$ cat src/rtl/fbu_pkg.sv
package fbu_pkg;
  localparam int CH_W  = 8;
  localparam int PIX_W = 3 * CH_W;
  localparam int IDX_W = 8;

  typedef enum logic [2:0] {
    DM_1   = 3'd0,
    DM_2   = 3'd1,
    DM_4   = 3'd2,
    DM_8   = 3'd3,
    DM_16  = 3'd4,
    DM_32  = 3'd5,
    DM_565 = 3'd6,
    DM_12  = 3'd7
  } depth_e;

  typedef struct packed {
    depth_e     mode;
    logic       bgr;
    logic       be_bytes;
    logic       be_pix;
    logic [1:0] sel16;
  } cfg_t;

  // log2 of the storage bits per pixel
  function automatic logic [2:0] lg2_bpp(depth_e m);
    case (m)
      DM_1:    return 3'd0;
      DM_2:    return 3'd1;
      DM_4:    return 3'd2;
      DM_8:    return 3'd3;
      DM_32:   return 3'd5;
      default: return 3'd4;
    endcase
  endfunction

  function automatic logic [CH_W-1:0] widen5(logic [4:0] v);
    return {v, v[4:2]};
  endfunction

  function automatic logic [CH_W-1:0] widen6(logic [5:0] v);
    return {v, v[5:4]};
  endfunction

  function automatic logic [CH_W-1:0] widen4(logic [3:0] v);
    return {v, v};
  endfunction
endpackage

$ cat src/rtl/fbu_word_slot.sv
module fbu_word_slot
  import fbu_pkg::*;
#(
  parameter  int WORD_W = 32,
  localparam int CNT_W  = $clog2(WORD_W)
) (
  input  logic              clk,
  input  logic              rst_n,
  input  logic              in_valid,
  input  logic [WORD_W-1:0] in_word,
  input  cfg_t              in_cfg,
  output logic              in_ready,
  output logic              out_valid,
  input  logic              out_ready,
  output logic [WORD_W-1:0] held_word,
  output cfg_t              held_cfg,
  output logic [CNT_W-1:0]  pix_cnt
);
  logic             full_q;
  logic [CNT_W-1:0] lim;
  logic             last, pop, load;

  always_comb begin
    lim      = CNT_W'((WORD_W >> lg2_bpp(held_cfg.mode)) - 1);
    last     = (pix_cnt == lim);
    pop      = full_q && out_ready;
    in_ready = !full_q || (pop && last);
    load     = in_valid && in_ready;
  end

  assign out_valid = full_q;

  always_ff @(posedge clk) begin
    if (!rst_n) begin
      full_q    <= 1'b0;
      pix_cnt   <= '0;
      held_word <= '0;
      held_cfg  <= '0;
    end else if (load) begin
      full_q    <= 1'b1;
      pix_cnt   <= '0;
      held_word <= in_word;
      held_cfg  <= in_cfg;
    end else if (pop) begin
      if (last) begin
        full_q  <= 1'b0;
        pix_cnt <= '0;
      end else begin
        pix_cnt <= pix_cnt + 1'b1;
      end
    end
  end
endmodule

$ cat src/rtl/fbu_pixel_pick.sv
module fbu_pixel_pick
  import fbu_pkg::*;
#(
  parameter  int WORD_W  = 32,
  parameter  int FIELD_W = PIX_W,
  localparam int CNT_W   = $clog2(WORD_W),
  localparam int POS_W   = CNT_W + 1
) (
  input  logic [WORD_W-1:0]  word,
  input  depth_e             mode,
  input  logic               be_bytes,
  input  logic               be_pix,
  input  logic [CNT_W-1:0]   cnt,
  output logic [FIELD_W-1:0] field
);
  logic [2:0]        lg;
  logic [POS_W-1:0]  bits, base, pos;
  logic [WORD_W-1:0] mask;

  always_comb begin
    lg   = lg2_bpp(mode);
    bits = POS_W'(1) << lg;
    base = POS_W'(cnt) << lg;
    if (be_bytes)
      pos = POS_W'(WORD_W) - bits - base;
    else if (be_pix && (lg < 3'd3))
      pos = {base[POS_W-1:3], 3'b000} + POS_W'(8) - bits - POS_W'(base[2:0]);
    else
      pos = base;
    mask  = ~({WORD_W{1'b1}} << bits);
    field = FIELD_W'((word >> pos) & mask);
  end
endmodule

$ cat src/rtl/fbu_color_expand.sv
module fbu_color_expand
  import fbu_pkg::*;
(
  input  logic [PIX_W-1:0] field,
  input  depth_e           mode,
  input  logic             bgr,
  input  logic [1:0]       sel16,
  output logic [IDX_W-1:0] pal_idx,
  input  logic [PIX_W-1:0] pal_color,
  output logic [PIX_W-1:0] pix
);
  logic [CH_W-1:0] c0, c1, c2;
  logic            swap;

  always_comb begin
    pal_idx = field[IDX_W-1:0];
    c0      = '0;
    c1      = '0;
    c2      = '0;
    swap    = bgr;
    case (mode)
      DM_1, DM_2, DM_4, DM_8: {c0, c1, c2} = pal_color;
      DM_32: begin
        c0 = field[7:0];
        c1 = field[15:8];
        c2 = field[23:16];
      end
      DM_12: begin
        c0 = widen4(field[3:0]);
        c1 = widen4(field[7:4]);
        c2 = widen4(field[11:8]);
      end
      DM_16: begin
        if (sel16 == 2'd1) begin
          c0 = widen5(field[4:0]);
          c1 = widen5(field[9:5]);
          c2 = widen5(field[14:10]);
        end else begin
          c0 = widen5(field[4:0]);
          c1 = widen6(field[10:5]);
          c2 = widen5(field[15:11]);
          if (sel16 == 2'd3) swap = 1'b1;
        end
      end
      default: begin
        c0 = widen5(field[4:0]);
        c1 = widen6(field[10:5]);
        c2 = widen5(field[15:11]);
      end
    endcase
    pix = swap ? {c2, c1, c0} : {c0, c1, c2};
  end
endmodule

$ cat src/rtl/fb_unpack.sv
module fb_unpack
  import fbu_pkg::*;
#(
  parameter  int WORD_W = 32,
  localparam int CNT_W  = $clog2(WORD_W)
) (
  input  logic              clk,
  input  logic              rst_n,
  input  logic [2:0]        mode,
  input  logic              bgr_order,
  input  logic              be_bytes,
  input  logic              be_pixels,
  input  logic [1:0]        fmt16_sel,
  input  logic              word_valid,
  output logic              word_ready,
  input  logic [WORD_W-1:0] word_data,
  output logic [IDX_W-1:0]  pal_idx,
  input  logic [PIX_W-1:0]  pal_color,
  output logic              pix_valid,
  input  logic              pix_ready,
  output logic [PIX_W-1:0]  pix_data
);
  cfg_t              in_cfg, held_cfg;
  logic [WORD_W-1:0] held_word;
  logic [CNT_W-1:0]  pix_cnt;
  logic [PIX_W-1:0]  field;
  depth_e            held_mode;

  always_comb begin
    in_cfg.mode     = depth_e'(mode);
    in_cfg.bgr      = bgr_order;
    in_cfg.be_bytes = be_bytes;
    in_cfg.be_pix   = be_pixels;
    in_cfg.sel16    = fmt16_sel;
  end

  assign held_mode = held_cfg.mode;

  fbu_word_slot #(.WORD_W(WORD_W)) u_slot (
    .clk       (clk),
    .rst_n     (rst_n),
    .in_valid  (word_valid),
    .in_word   (word_data),
    .in_cfg    (in_cfg),
    .in_ready  (word_ready),
    .out_valid (pix_valid),
    .out_ready (pix_ready),
    .held_word (held_word),
    .held_cfg  (held_cfg),
    .pix_cnt   (pix_cnt)
  );

  fbu_pixel_pick #(.WORD_W(WORD_W), .FIELD_W(PIX_W)) u_pick (
    .word     (held_word),
    .mode     (held_mode),
    .be_bytes (held_cfg.be_bytes),
    .be_pix   (held_cfg.be_pix),
    .cnt      (pix_cnt),
    .field    (field)
  );

  fbu_color_expand u_expand (
    .field     (field),
    .mode      (held_mode),
    .bgr       (held_cfg.bgr),
    .sel16     (held_cfg.sel16),
    .pal_idx   (pal_idx),
    .pal_color (pal_color),
    .pix       (pix_data)
  );
endmodule

$ cat config.mk
export PLATFORM = sky130hd
export DESIGN_NAME = fb_unpack
export DESIGN_NICKNAME = d
export VERILOG_FILES = /design/src/rtl/fbu_pkg.sv /design/src/rtl/fbu_word_slot.sv /design/src/rtl/fbu_pixel_pick.sv /design/src/rtl/fbu_color_expand.sv /design/src/rtl/fb_unpack.sv
export SDC_FILE = /design/constraint.sdc
export NUM_CORES = 1
export LEC_CHECK = 0
export BUFFER_PORTS_ARGS = -buffer_cell sky130_fd_sc_hd__buf_2
export CORE_ASPECT_RATIO = 1.2
export CORE_MARGIN = 3
export CORE_UTILIZATION = 50
export DETAILED_ROUTE_END_ITERATION = 7
export HOLD_SLACK_MARGIN = 0.08
export PLACE_DENSITY = 0.72
export SLEW_MARGIN = 20
export SYNTH_ARGS = -nofsm -noshare
export SYNTH_HDL_FRONTEND = slang
export SYNTH_HIERARCHICAL = 1
export SYNTH_SLANG_ARGS = --single-unit
$ cat constraint.sdc
create_clock -name clk -period 9.9 [get_ports clk]
set_clock_uncertainty 0.1 [all_clocks]
set_input_delay 1.98 -clock clk [delete_from_list [all_inputs] [get_ports clk]]
set_output_delay 1.98 -clock clk [all_outputs]
set_load 0.01 [all_outputs]
* Word-level counts from Yosys, hierarchy flattened
Cells that the tools add are included.
** Storage, ports and cells
- Word-level logic and storage cells :: 61
- Input bits :: 68
- Output and inout bits :: 34
- Register bits :: 46
** Operators by class
- Bitwise operators :: 3
- Equality and inequality tests :: 9
- Reductions and logical operators :: 12
- Shifts and indexed selects :: 5
- $add $sub $neg :: 7
- Multiplexer cells :: 16
- Magnitude comparators :: 1
** Operator list (number)
- $pmux W8 S4 :: 2
- $shl A32 B6 Y24 const A :: 1
- $shr A32 B6 Y24 :: 1
- $and A24 B24 Y24 :: 1
- $mux W24 :: 1
- $not A24 Y24 :: 1
- $pmux W8 S3 :: 1
- $mux W8 :: 2
- $pmux W3 S5 :: 1
- $mux W6 :: 2
- $sub A6 B6 Y6 :: 2
- $eq A3 B3 Y1 const B :: 3
- $add A6 B4 Y6 const B :: 1
- $eq A3 B2 Y1 const B :: 2
- $mux W1 :: 6
- $shl A1 B3 Y6 const A :: 1
- $shl A5 B3 Y6 :: 1
- $shr A6 B3 Y5 const A :: 1
- $sub A6 B3 Y6 :: 1
- $sub A6 B6 Y6 const A :: 1
- $add A5 B1 Y5 const B :: 1
- $eq A5 B5 Y1 :: 1
- $mux W5 :: 1
- $sub A5 B2 Y5 const B :: 1
- other kinds (13) :: 17

* Depth between registers and ports, before layout
Gate-level depths: netlist (run 1).
- Depth in word-level cells :: 13
- Depth in mapped cells :: 23
- Depth with buffers taken out :: 20

* Cells and area by module
The synthesis (run 1) kept the hierarchy.
** Modules (own cells, without submodules)
- fbu_word_slot :: cells an instance 383, sequential area each 920.9 um^2, times used 1, area each 3190.6 um^2
- fbu_pixel_pick :: cells an instance 337, sequential area each 0.0 um^2, times used 1, area each 2621.3 um^2
- fbu_color_expand :: cells an instance 163, sequential area each 0.0 um^2, times used 1, area each 1156.1 um^2

* Worst setup path after synthesis (run 1)
Ideal clock, no wire load.
- Path type :: flip-flop to output port
- Start :: register, netlist name u_slot/held_cfg[6]
- End :: output pix_data[20]
- Stages on the path, launching flop included :: 22
- Buffers on the path :: 2
- Data arrival time :: 4.480 ns
- Path slack :: 3.340 ns
- Required time :: 7.820 ns
- Path through :: dfxtp_1 > buf_6 > mux2i_1 > o21a_1 > nor2_2 > inv_1 > ha_1 > ha_1 > ha_1 > inv_1 > fa_1 > inv_1 > a21oi_1 > a22o_1 > buf_2 > nor2_1 > nand2_1 > o22ai_1 > inv_1 > a311oi_1 > a221oi_1 > o22ai_1
** Between the ends
- Elaborated cells between the ends (all ways) :: 29
- Classes of those cells :: add/sub (5); order compare (1); eq/ne (6); shift (4); mux (8); bitwise (2); reduce/logical (3)
** RTL lines
- $eq A3 B3 Y1 (tied with other cells) :: line fbu_pkg.sv:27 : case (m)
- $pmux W3 S5 (*) :: line fbu_pkg.sv:27
- $shl A5 B3 Y6 :: line fbu_pixel_pick.sv:23 : base = POS_W'(cnt) << lg;
- $add A6 B4 Y6 :: line fbu_pixel_pick.sv:27 : pos = {base[POS_W-1:3], 3'b000} + POS_W'(8) - bits - POS_W'(base[2:0]);
- $sub A6 B6 Y6 :: line fbu_pixel_pick.sv:27
- $sub A6 B3 Y6 :: line fbu_pixel_pick.sv:27
- $mux W6 :: line fbu_pixel_pick.sv:26 : else if (be_pix && (lg < 3'd3))
- $mux W6 :: line fbu_pixel_pick.sv:24 : if (be_bytes)
- $shr A32 B6 Y24 :: line fbu_pixel_pick.sv:31 : field = FIELD_W'((word >> pos) & mask);
- $and A24 B24 Y24 (*) :: line fbu_pixel_pick.sv:31
- named net field[8] :: line fb_unpack.sv:26 : logic [PIX_W-1:0] field;
- $pmux W8 S4 (*) :: line fbu_color_expand.sv:21 : case (mode)
- $mux W24 (*) :: line fbu_color_expand.sv:51 : pix = swap ? {c2, c1, c0} : {c0, c1, c2};
- end: declaration :: line fb_unpack.sv:21 : output logic [PIX_W-1:0] pix_data
Mark *: on every way through the listed nets, which the timed path passes. The rest lies on a longest branch.

* Worst setup path after layout (run 1)
- Start :: register, netlist name u_slot/held_cfg[5]
- End :: output pix_data[21]
** Between the ends
- Cells in the longest elaborated chain, start to end :: 13
- Elaborated cells between the ends (all ways) :: 29
- Classes of those cells :: add/sub (5); order compare (1); eq/ne (6); shift (4); mux (8); bitwise (2); reduce/logical (3)
** Ends and longest elaborated chain
- $eq A3 B3 Y1 (tied with other cells) :: line fbu_pkg.sv:27, fbu_color_expand.sv:21
- $pmux W3 S5 :: line fbu_pkg.sv:27
- $shl A5 B3 Y6 :: line fbu_pixel_pick.sv:23
- $add A6 B4 Y6 :: line fbu_pixel_pick.sv:27
- $sub A6 B6 Y6 :: line fbu_pixel_pick.sv:27
- $sub A6 B3 Y6 :: line fbu_pixel_pick.sv:27
- $mux W6 :: line fbu_pixel_pick.sv:26
- $mux W6 :: line fbu_pixel_pick.sv:24
- $shr A32 B6 Y24 :: line fbu_pixel_pick.sv:31
- $and A24 B24 Y24 :: line fbu_pixel_pick.sv:31
- $mux W8 :: line fbu_color_expand.sv:34 : if (sel16 == 2'd1) begin
- $pmux W8 S4 :: line fbu_color_expand.sv:21
- $mux W24 (*) :: line fbu_color_expand.sv:51
Every way passes the cells marked *; elsewhere a longest branch is shown, timed or not.

==> impl_metrics.yaml, run 1 <==
run_status:
  status: "completed"
synthesis:
  syn_inst: 883
  yosysTopAreaCell: "mux2i_1"
  syn_area_um2: 6970
  syn_avg_cell_area_um2: 7.89
  synth_edf_count: 0
  syn_nets: 969
  synthTopCellsByArea: "mux2i_1 15%, dfxtp_1 13%, nand3_1 6.8%"
  synth-seq-cells: 46
  synth_cell_types: 82
  yosys_most_used_dff: "dfxtp_1"
  yosysWarnings: 6
  yosysTopAreaCellShare_pct: 14.9
  ys_async_sr_fraction_pct: 0
  seq_area_frac_synth_pct: 13.2
setup_path:
  rr_endpoint: "u_slot/out_valid$_SDFFE_PN0P_"
  rr_startpoint: "u_slot/held_cfg[6]$_SDFFE_PN0P_"
  cp-startpoint: "u_slot/held_cfg[5]$_SDFFE_PN0P_"
  path_delay_family: "compound AO/OA/AOI/OAI gates"
  rr_worst_depth: 9
  endpoint_kind: "primary output"
  path_buf_inv: 5
  crit_end: "pix_data[21]"
  required_ns: 7.82
  path_depth: 19
  cp_slowest_cell: "a22oi_1"
  crit_arrival_ns: 5.67
  reg2reg_slack_ns: 6.78
  max_stage_delay_ns: 0.73
  criticalPathCategory: "reg2out"
  worstPathCellList: "buf_4 -> nor3b_1 -> ha_1 -> inv_1 -> ha_1 -> ha_1 -> inv_1 -> fa_1 -> inv_1 -> a21oi_1 -> a22oi_1 -> nor2_1 -> a32o_1 -> nor3_1 -> mux2i_1 -> a21oi_1 -> a21oi_1 -> mux2i_1 -> buf_2"
  start_kind: "flop"
  cp_max_fo: 38
place:
  io_buffers: 101
  place_worst_setup_slack_ns: 2.58
  routabilityCongestion: 0.943
  dp_hpwl_mm: 13.9
final_layout:
  fin_nets: 989
  n_antenna_cell: 0
  area_growth_syn_to_layout_pct: 3.16
  final_common_cell: "mux2i_1"
  layout_common_cells: "104 x mux2i_1, 100 x buf_2, 95 x nand3_1"
  drive_gt1_share_pct: 18.3
power:
  p_int_uw: 454
  switching_share_pct: 42.7
  leakagePower_uw: 0.00295
  sequentialPowerShare_pct: 27.8
  p_clk_share_pct: 20.8
  comb_power_share_pct: 51.4
  p_sw_uw: 338
  p_per_area_nw_per_um2: 110
  peakVddDrop_mv: 0.0900
timing:
  hold_violations: 0
  layout_worst_path_cycle_share_pct: 78.3
  tightestPinTransition_ns: 1.05
  drv_slew: 0
  fmax_ghz: 0.129
  setup_tns_ns: 0
  fin_ws_ns: 2.15
  setup_viol: 0
  period_needed_ns: 7.75
  slew_headroom_pct: 29.5
  rsz0062_at_grt: "false"
global_routing:
  grt_pass1_vias: 6067
  grt_overflow: 0
  grt_antenna_before_repair: 0
  grt_start_max_net_pins: 85
  grt_pass1_wl_mm: 31.6
  grtUsageTotal_pct: 24.4
cts:
  numCtsBuffers: 5
  postCtsSetupRepairBufs: 0
  cts_buffer_depth: 2
  cts-root-buf: "clkbuf_16"
  cts_tree: "built"
  cts.clk_slew.worst_paths_ns: 0.06
  cts_sinks: 46
  cts_max_level: 2
  cts_resized: 0
  cts-hold-fix-buffers: 0
  clock_latency_ns: 0.29
route:
  ant_nets: 0
  vias: 6999
  viasPerCell: 6.54
  drtIter0Drc: 608
  drc: 0
  post_drt_wl_per_cell_um: 18.4
  first_pass_iters: 6
  routed_wl_mm: 19.7
floorplanning:
  io_pins: 102
  core_um2: 13400
  initial_core_util_pct: 52.0
  die-area_um2: 15400
  rows: 46
  fp.dieW_um: 114
  die_y_um: 135
run:
  maxCapViolCount: 0
worst_hold_path:
  hold_class: "reg2reg"
-- cells in the mapped netlist, types with 7 or more instances --
master	number
xnor2_1	12
nand2b_1	11
or3_1	40
a21o_1	8
a31oi_1	44
buf_4	15
mux2_2	12
o2111ai_1	43
buf_6	12
mux2i_1	104
nand2_1	54
o211ai_1	8
dfxtp_1	46
clkbuf_1	18
a21oi_2	7
a21oi_1	31
ha_1	16
buf_2	22
o21ai_0	16
nor2_1	28
nand3b_1	11
inv_1	23
nand3_1	95
dlygate4sd3_1	14
nor2b_1	7
dlygate4sd1_1	9
a211oi_1	10
o22ai_1	7
nor3b_1	43
-- cell families (layout without fill, tap and decap cells) --
| family | count (synthesis) | in the layout | synth area share [%] |
|---|---|---|---|
| multiplexers | 123 | 123 | 18.5 |
| AO/OA/AOI/OAI | 234 | 234 | 25.0 |
| flip-flops | 46 | 46 | 13.2 |
| AND/OR/NAND/NOR | 319 | 319 | 25.6 |
| adder cells (fa/ha/maj) | 18 | 18 | 3.45 |
| XOR/XNOR | 18 | 18 | 2.26 |
| buffers and inverters | 125 | 145 | 11.9 |
-- through the flow --
step	util [%]	std cells	hold WS [ns]	cell area, µm²	total power (µW)
global route	53.6	1071	0.452	7190	839
floorplan	-	883	0.390	6970	544
detailed placement	52.6	1064	0.428	7060	624
global placement	52.6	1064	0.420	7060	625
CTS	53.6	1071	0.436	7190	789
finish	53.6	1071	0.436	7190	793
-- how the worst min path moves through the flow --
stage,slack [ns],to,cells past startpoint,start
2_1_floorplan,0.39,u_slot/held_word[0]$_SDFFE_PN0P_,2,u_slot/held_word[0]$_SDFFE_PN0P_
3_3_place_gp,0.42,u_slot/held_word[4]$_SDFFE_PN0P_,2,u_slot/held_word[4]$_SDFFE_PN0P_
3_5_place_dp,0.43,u_slot/held_word[4]$_SDFFE_PN0P_,2,u_slot/held_word[4]$_SDFFE_PN0P_
4_1_cts,0.44,u_slot/held_word[4]$_SDFFE_PN0P_,2,u_slot/held_word[4]$_SDFFE_PN0P_
5_1_grt,0.45,u_slot/held_word[4]$_SDFFE_PN0P_,2,u_slot/held_word[4]$_SDFFE_PN0P_
6_report,0.44,u_slot/held_word[4]$_SDFFE_PN0P_,2,u_slot/held_word[4]$_SDFFE_PN0P_
-- power groups by stage --
stage	combinational, µW	clock, µW	sequential (µW)
floorplan	329	0	215
global placement	402	0	224
detailed placement	400	0	224
CTS	402	167	220
global route	443	174	223
finish	407	165	220
-- sequential cells by signal, summed over array words and instances (netlist names) --
signal and cells:
u_slot/held_word 32, u_slot/held_cfg 8, u_slot/pix_cnt 5, u_slot/out_valid 1
-- worst reg2reg max path, cell delays in order (launching register included) --
cell	delay [ns]
dfxtp_2	0.46
buf_4	0.48
o21ai_0	0.16
ha_1	0.26
xnor2_1	0.13
xnor2_1	0.18
nand4_2	0.10
buf_4	0.59
o21ai_0	0.32
a21boi_0	0.26
-- final cells by class --
type / count / area [µm²]
multi-input combinational: 712 / 5220
sequential: 46 / 925
inverter: 25 / 98.8
timing repair buffer: 113 / 598
tap: 168 / 210
fill: 1325 / 6220
clock buffer: 7 / 133
-- metal layers --
metal  up-vias  wire length [µm]  global-route usage [%]
li1       3423                 -                       -
met1      3241              8900                    35.6
met5         -                 0                       0
met4         0               507                    8.02
met2       299              8840                    37.3
met3        36              1400                    2.64
No activity file was read; power rests on OpenSTA's default activity.
==> run 2, diff against run 1 <==
ABC_AREA = 1   (was unset)
PLACE_DENSITY = 0.76   (was 0.72)
clock period = 6.3 ns   (was 9.9 ns; I/O delays follow)
==> run 2 against run 1 <==
Net effect:
- register-to-register slack worse by 3.6 ns
- combinational power is 140% higher
- sequential cell count stayed put
- via count increased by 6.2%
- core utilization increased by 4.1 points
- wire length is 5.4% lower
==> impl_metrics.yaml, run 2 <==
cts:
  clock_latency_ns: 0.28
  cts-hold-fix-buffers: 0
  cts_buffer_depth: 2
  cts-root-buf: "clkbuf_16"
  numCtsBuffers: 5
  cts_sinks: 46
  postCtsSetupRepairBufs: 0
  cts.clk_slew.worst_paths_ns: 0.06
  cts_max_level: 2
  cts_tree: "built"
route:
  drc: 0
  ant_nets: 0
  routed_wl_mm: 18.6
  drtIter0Drc: 752
  viasPerCell: 5.45
  vias: 7436
  first_pass_iters: 6
  post_drt_wl_per_cell_um: 13.6
final_layout:
  top_register: "u_slot/held_word"
  area_growth_syn_to_layout_pct: 10.2
  fin_cells: 1365
  layout_common_cells: "397 x nand2_1, 242 x nand3_1, 114 x inv_1"
  reg_top3: "u_slot/held_word: 32 flops, u_slot/held_cfg: 8 flops, u_slot/pix_cnt: 5 flops"
  n_antenna_cell: 0
  fin_util_pct: 57.7
  fin_nets: 1293
  drive_gt1_share_pct: 14.9
  final_common_cell: "nand2_1"
  largest_reg_flops: 32
place:
  routabilityCongestion: 0.989
  io_buffers: 101
  dp_hpwl_mm: 13.9
  dp_cells: 1356
setup_path:
  cp-startpoint: "u_slot/held_cfg[6]$_SDFFE_PN0P_"
  required_ns: 4.94
  criticalPathCategory: "reg2out"
  cp_max_fo: 19
  crit_top_cell: "nand2_1"
  reg2reg_slack_ns: 3.17
  endpoint_kind: "primary output"
  max_stage_delay_ns: 0.32
  start_kind: "flop"
  crit_arrival_ns: 4.51
  rr_startpoint: "u_slot/held_cfg[5]$_SDFFE_PN0P_"
  cp_slowest_cell: "ha_1"
  rr_worst_depth: 15
  rr_endpoint: "u_slot/pix_cnt[3]$_SDFFE_PP0P_"
synthesis:
  syn_area_um2: 6170
  synthTopCellsByArea: "nand2_1 24%, nand3_1 20%, dfxtp_1 15%"
  yosysWarnings: 6
  synth_cell_types: 42
  syn_inst: 1154
  yosys_most_used_dff: "dfxtp_1"
  syn_avg_cell_area_um2: 5.34
  yosysTopAreaCellShare_pct: 24.4
  synth-seq-cells: 46
  synth.most_common_cell: "nand2_1"
  yosysTopAreaCell: "nand2_1"
  synth_edf_count: 0
  seq_area_frac_synth_pct: 14.9
  syn_nets: 1240
  ys_async_sr_fraction_pct: 0
  yosys-top-cells-count: "400 x nand2_1, 243 x nand3_1, 114 x inv_1"
floorplanning:
  die-area_um2: 13700
  die_y_um: 128
  core_um2: 11800
  initial_core_util_pct: 52.3
  rows: 43
  io_pins: 102
  fp.dieW_um: 107
power:
  peakVddDrop_mv: 0.161
  p_int_uw: 804
  p_per_area_nw_per_um2: 231
  p_sw_uw: 766
  leakagePower_uw: 0.00358
  sequentialPowerShare_pct: 21.3
  p_clk_share_pct: 17.5
  switching_share_pct: 48.8
  comb_power_share_pct: 61.2
  total_power_uw: 1570
worst_hold_path:
  worstHoldEndpoint: "u_slot/held_word[0]$_SDFFE_PN0P_"
  hold_class: "reg2reg"
  hold_path_depth: 2
  holdCritStartpoint: "u_slot/held_word[0]$_SDFFE_PN0P_"
timing:
  drv_slew: 0
  fmax_ghz: 0.170
  hold_violations: 0
  setup_viol: 0
  worst_hold_slack_ns: 0.393
  tightestPinTransition_ns: 1.03
  period_needed_ns: 5.87
  slew_headroom_pct: 31.1
  layout_worst_path_cycle_share_pct: 93.1
global_routing:
  grt_antenna_before_repair: 0
  grt_overflow: 0
  grtUsageTotal_pct: 26.4
  grt_start_max_net_pins: 83
  grt_pass1_vias: 6503
  grt_pass1_wl_mm: 30.4
run:
  maxCapViolCount: 0
run_status:
  status: "completed"
[run 2: area by class of cell]
| type | count | area (µm²) |
|---|---|---|
| tap | 157 | 196 |
| fill | 1304 | 4990 |
| clock buffer | 7 | 153 |
| multi-input combinational | 920 | 4440 |
| inverter | 120 | 460 |
| sequential | 46 | 922 |
| timing repair buffer | 114 | 616 |
| clock inverter | 1 | 8.76 |
[run 2: critical path: cells and delay by family, from the launching register on]
kind | cells | cell delay, ns
and+or+nand+nor | 17 | 2.14
adders and majority gates | 3 | 0.72
buffers and inverters | 6 | 0.61
DFF | 1 | 0.31
AOI/OAI and AO/OA | 2 | 0.29
xor gates and xnor gates | 1 | 0.16
[run 2: how the worst max path moves through the flow]
stage / depth (start not counted) / slack [ns] / to
2_1_floorplan: 28 / 0.99 / pix_data[13]
3_3_place_gp: 30 / 0.41 / pix_data[0]
3_5_place_dp: 30 / 0.36 / pix_data[0]
4_1_cts: 30 / 0.02 / pix_data[0]
5_1_grt: 28 / -0.02 / pix_data[4]
6_report: 29 / 0.43 / pix_data[19]
[run 2: routing by layer]
metal / GRT usage, % / vias up / part of all wire [%]
met1: 35.1 / 3320 / 43
li1: - / 3795 / -
met5: 0 / - / 0
met4: 9.06 / 0 / 2.5
met2: 44.8 / 287 / 47
met3: 2.32 / 34 / 6.8
[run 2: logic make-up after synthesis]
family | Yosys count | synth area share, %
and+or+nand+nor | 816 | 58.1
DFF | 46 | 14.9
adders and majority gates | 18 | 3.90
xor gates and xnor gates | 7 | 0.994
buffers and inverters | 189 | 14.7
AOI/OAI and AO/OA | 78 | 7.45
[run 2: stage by stage]
step,worst slack [ns],cell area [µm²],setup TNS [ns]
2_1_floorplan,0.993,6170,0
3_3_place_gp,0.414,6520,0
3_5_place_dp,0.355,6520,0
4_1_cts,0.0231,6680,0
5_1_grt,-0.0175,6800,-0.0175
6_report,0.433,6800,0
[run 2: timing repair]
action | 4_1_cts | 5_1_grt
setup endpoints to repair | 0 | 24
resized for setup | 0 | 32
hold endpoints to repair | 0 | 0
[run 2: power by group through the flow]
stage / Sequential [µW] / Clock (µW) / Combinational [µW]
global placement: 339 / 0 / 899
CTS: 334 / 282 / 907
detailed placement: 340 / 0 / 903
finish: 335 / 275 / 961
global route: 338 / 292 / 1080
floorplan: 338 / 0 / 721
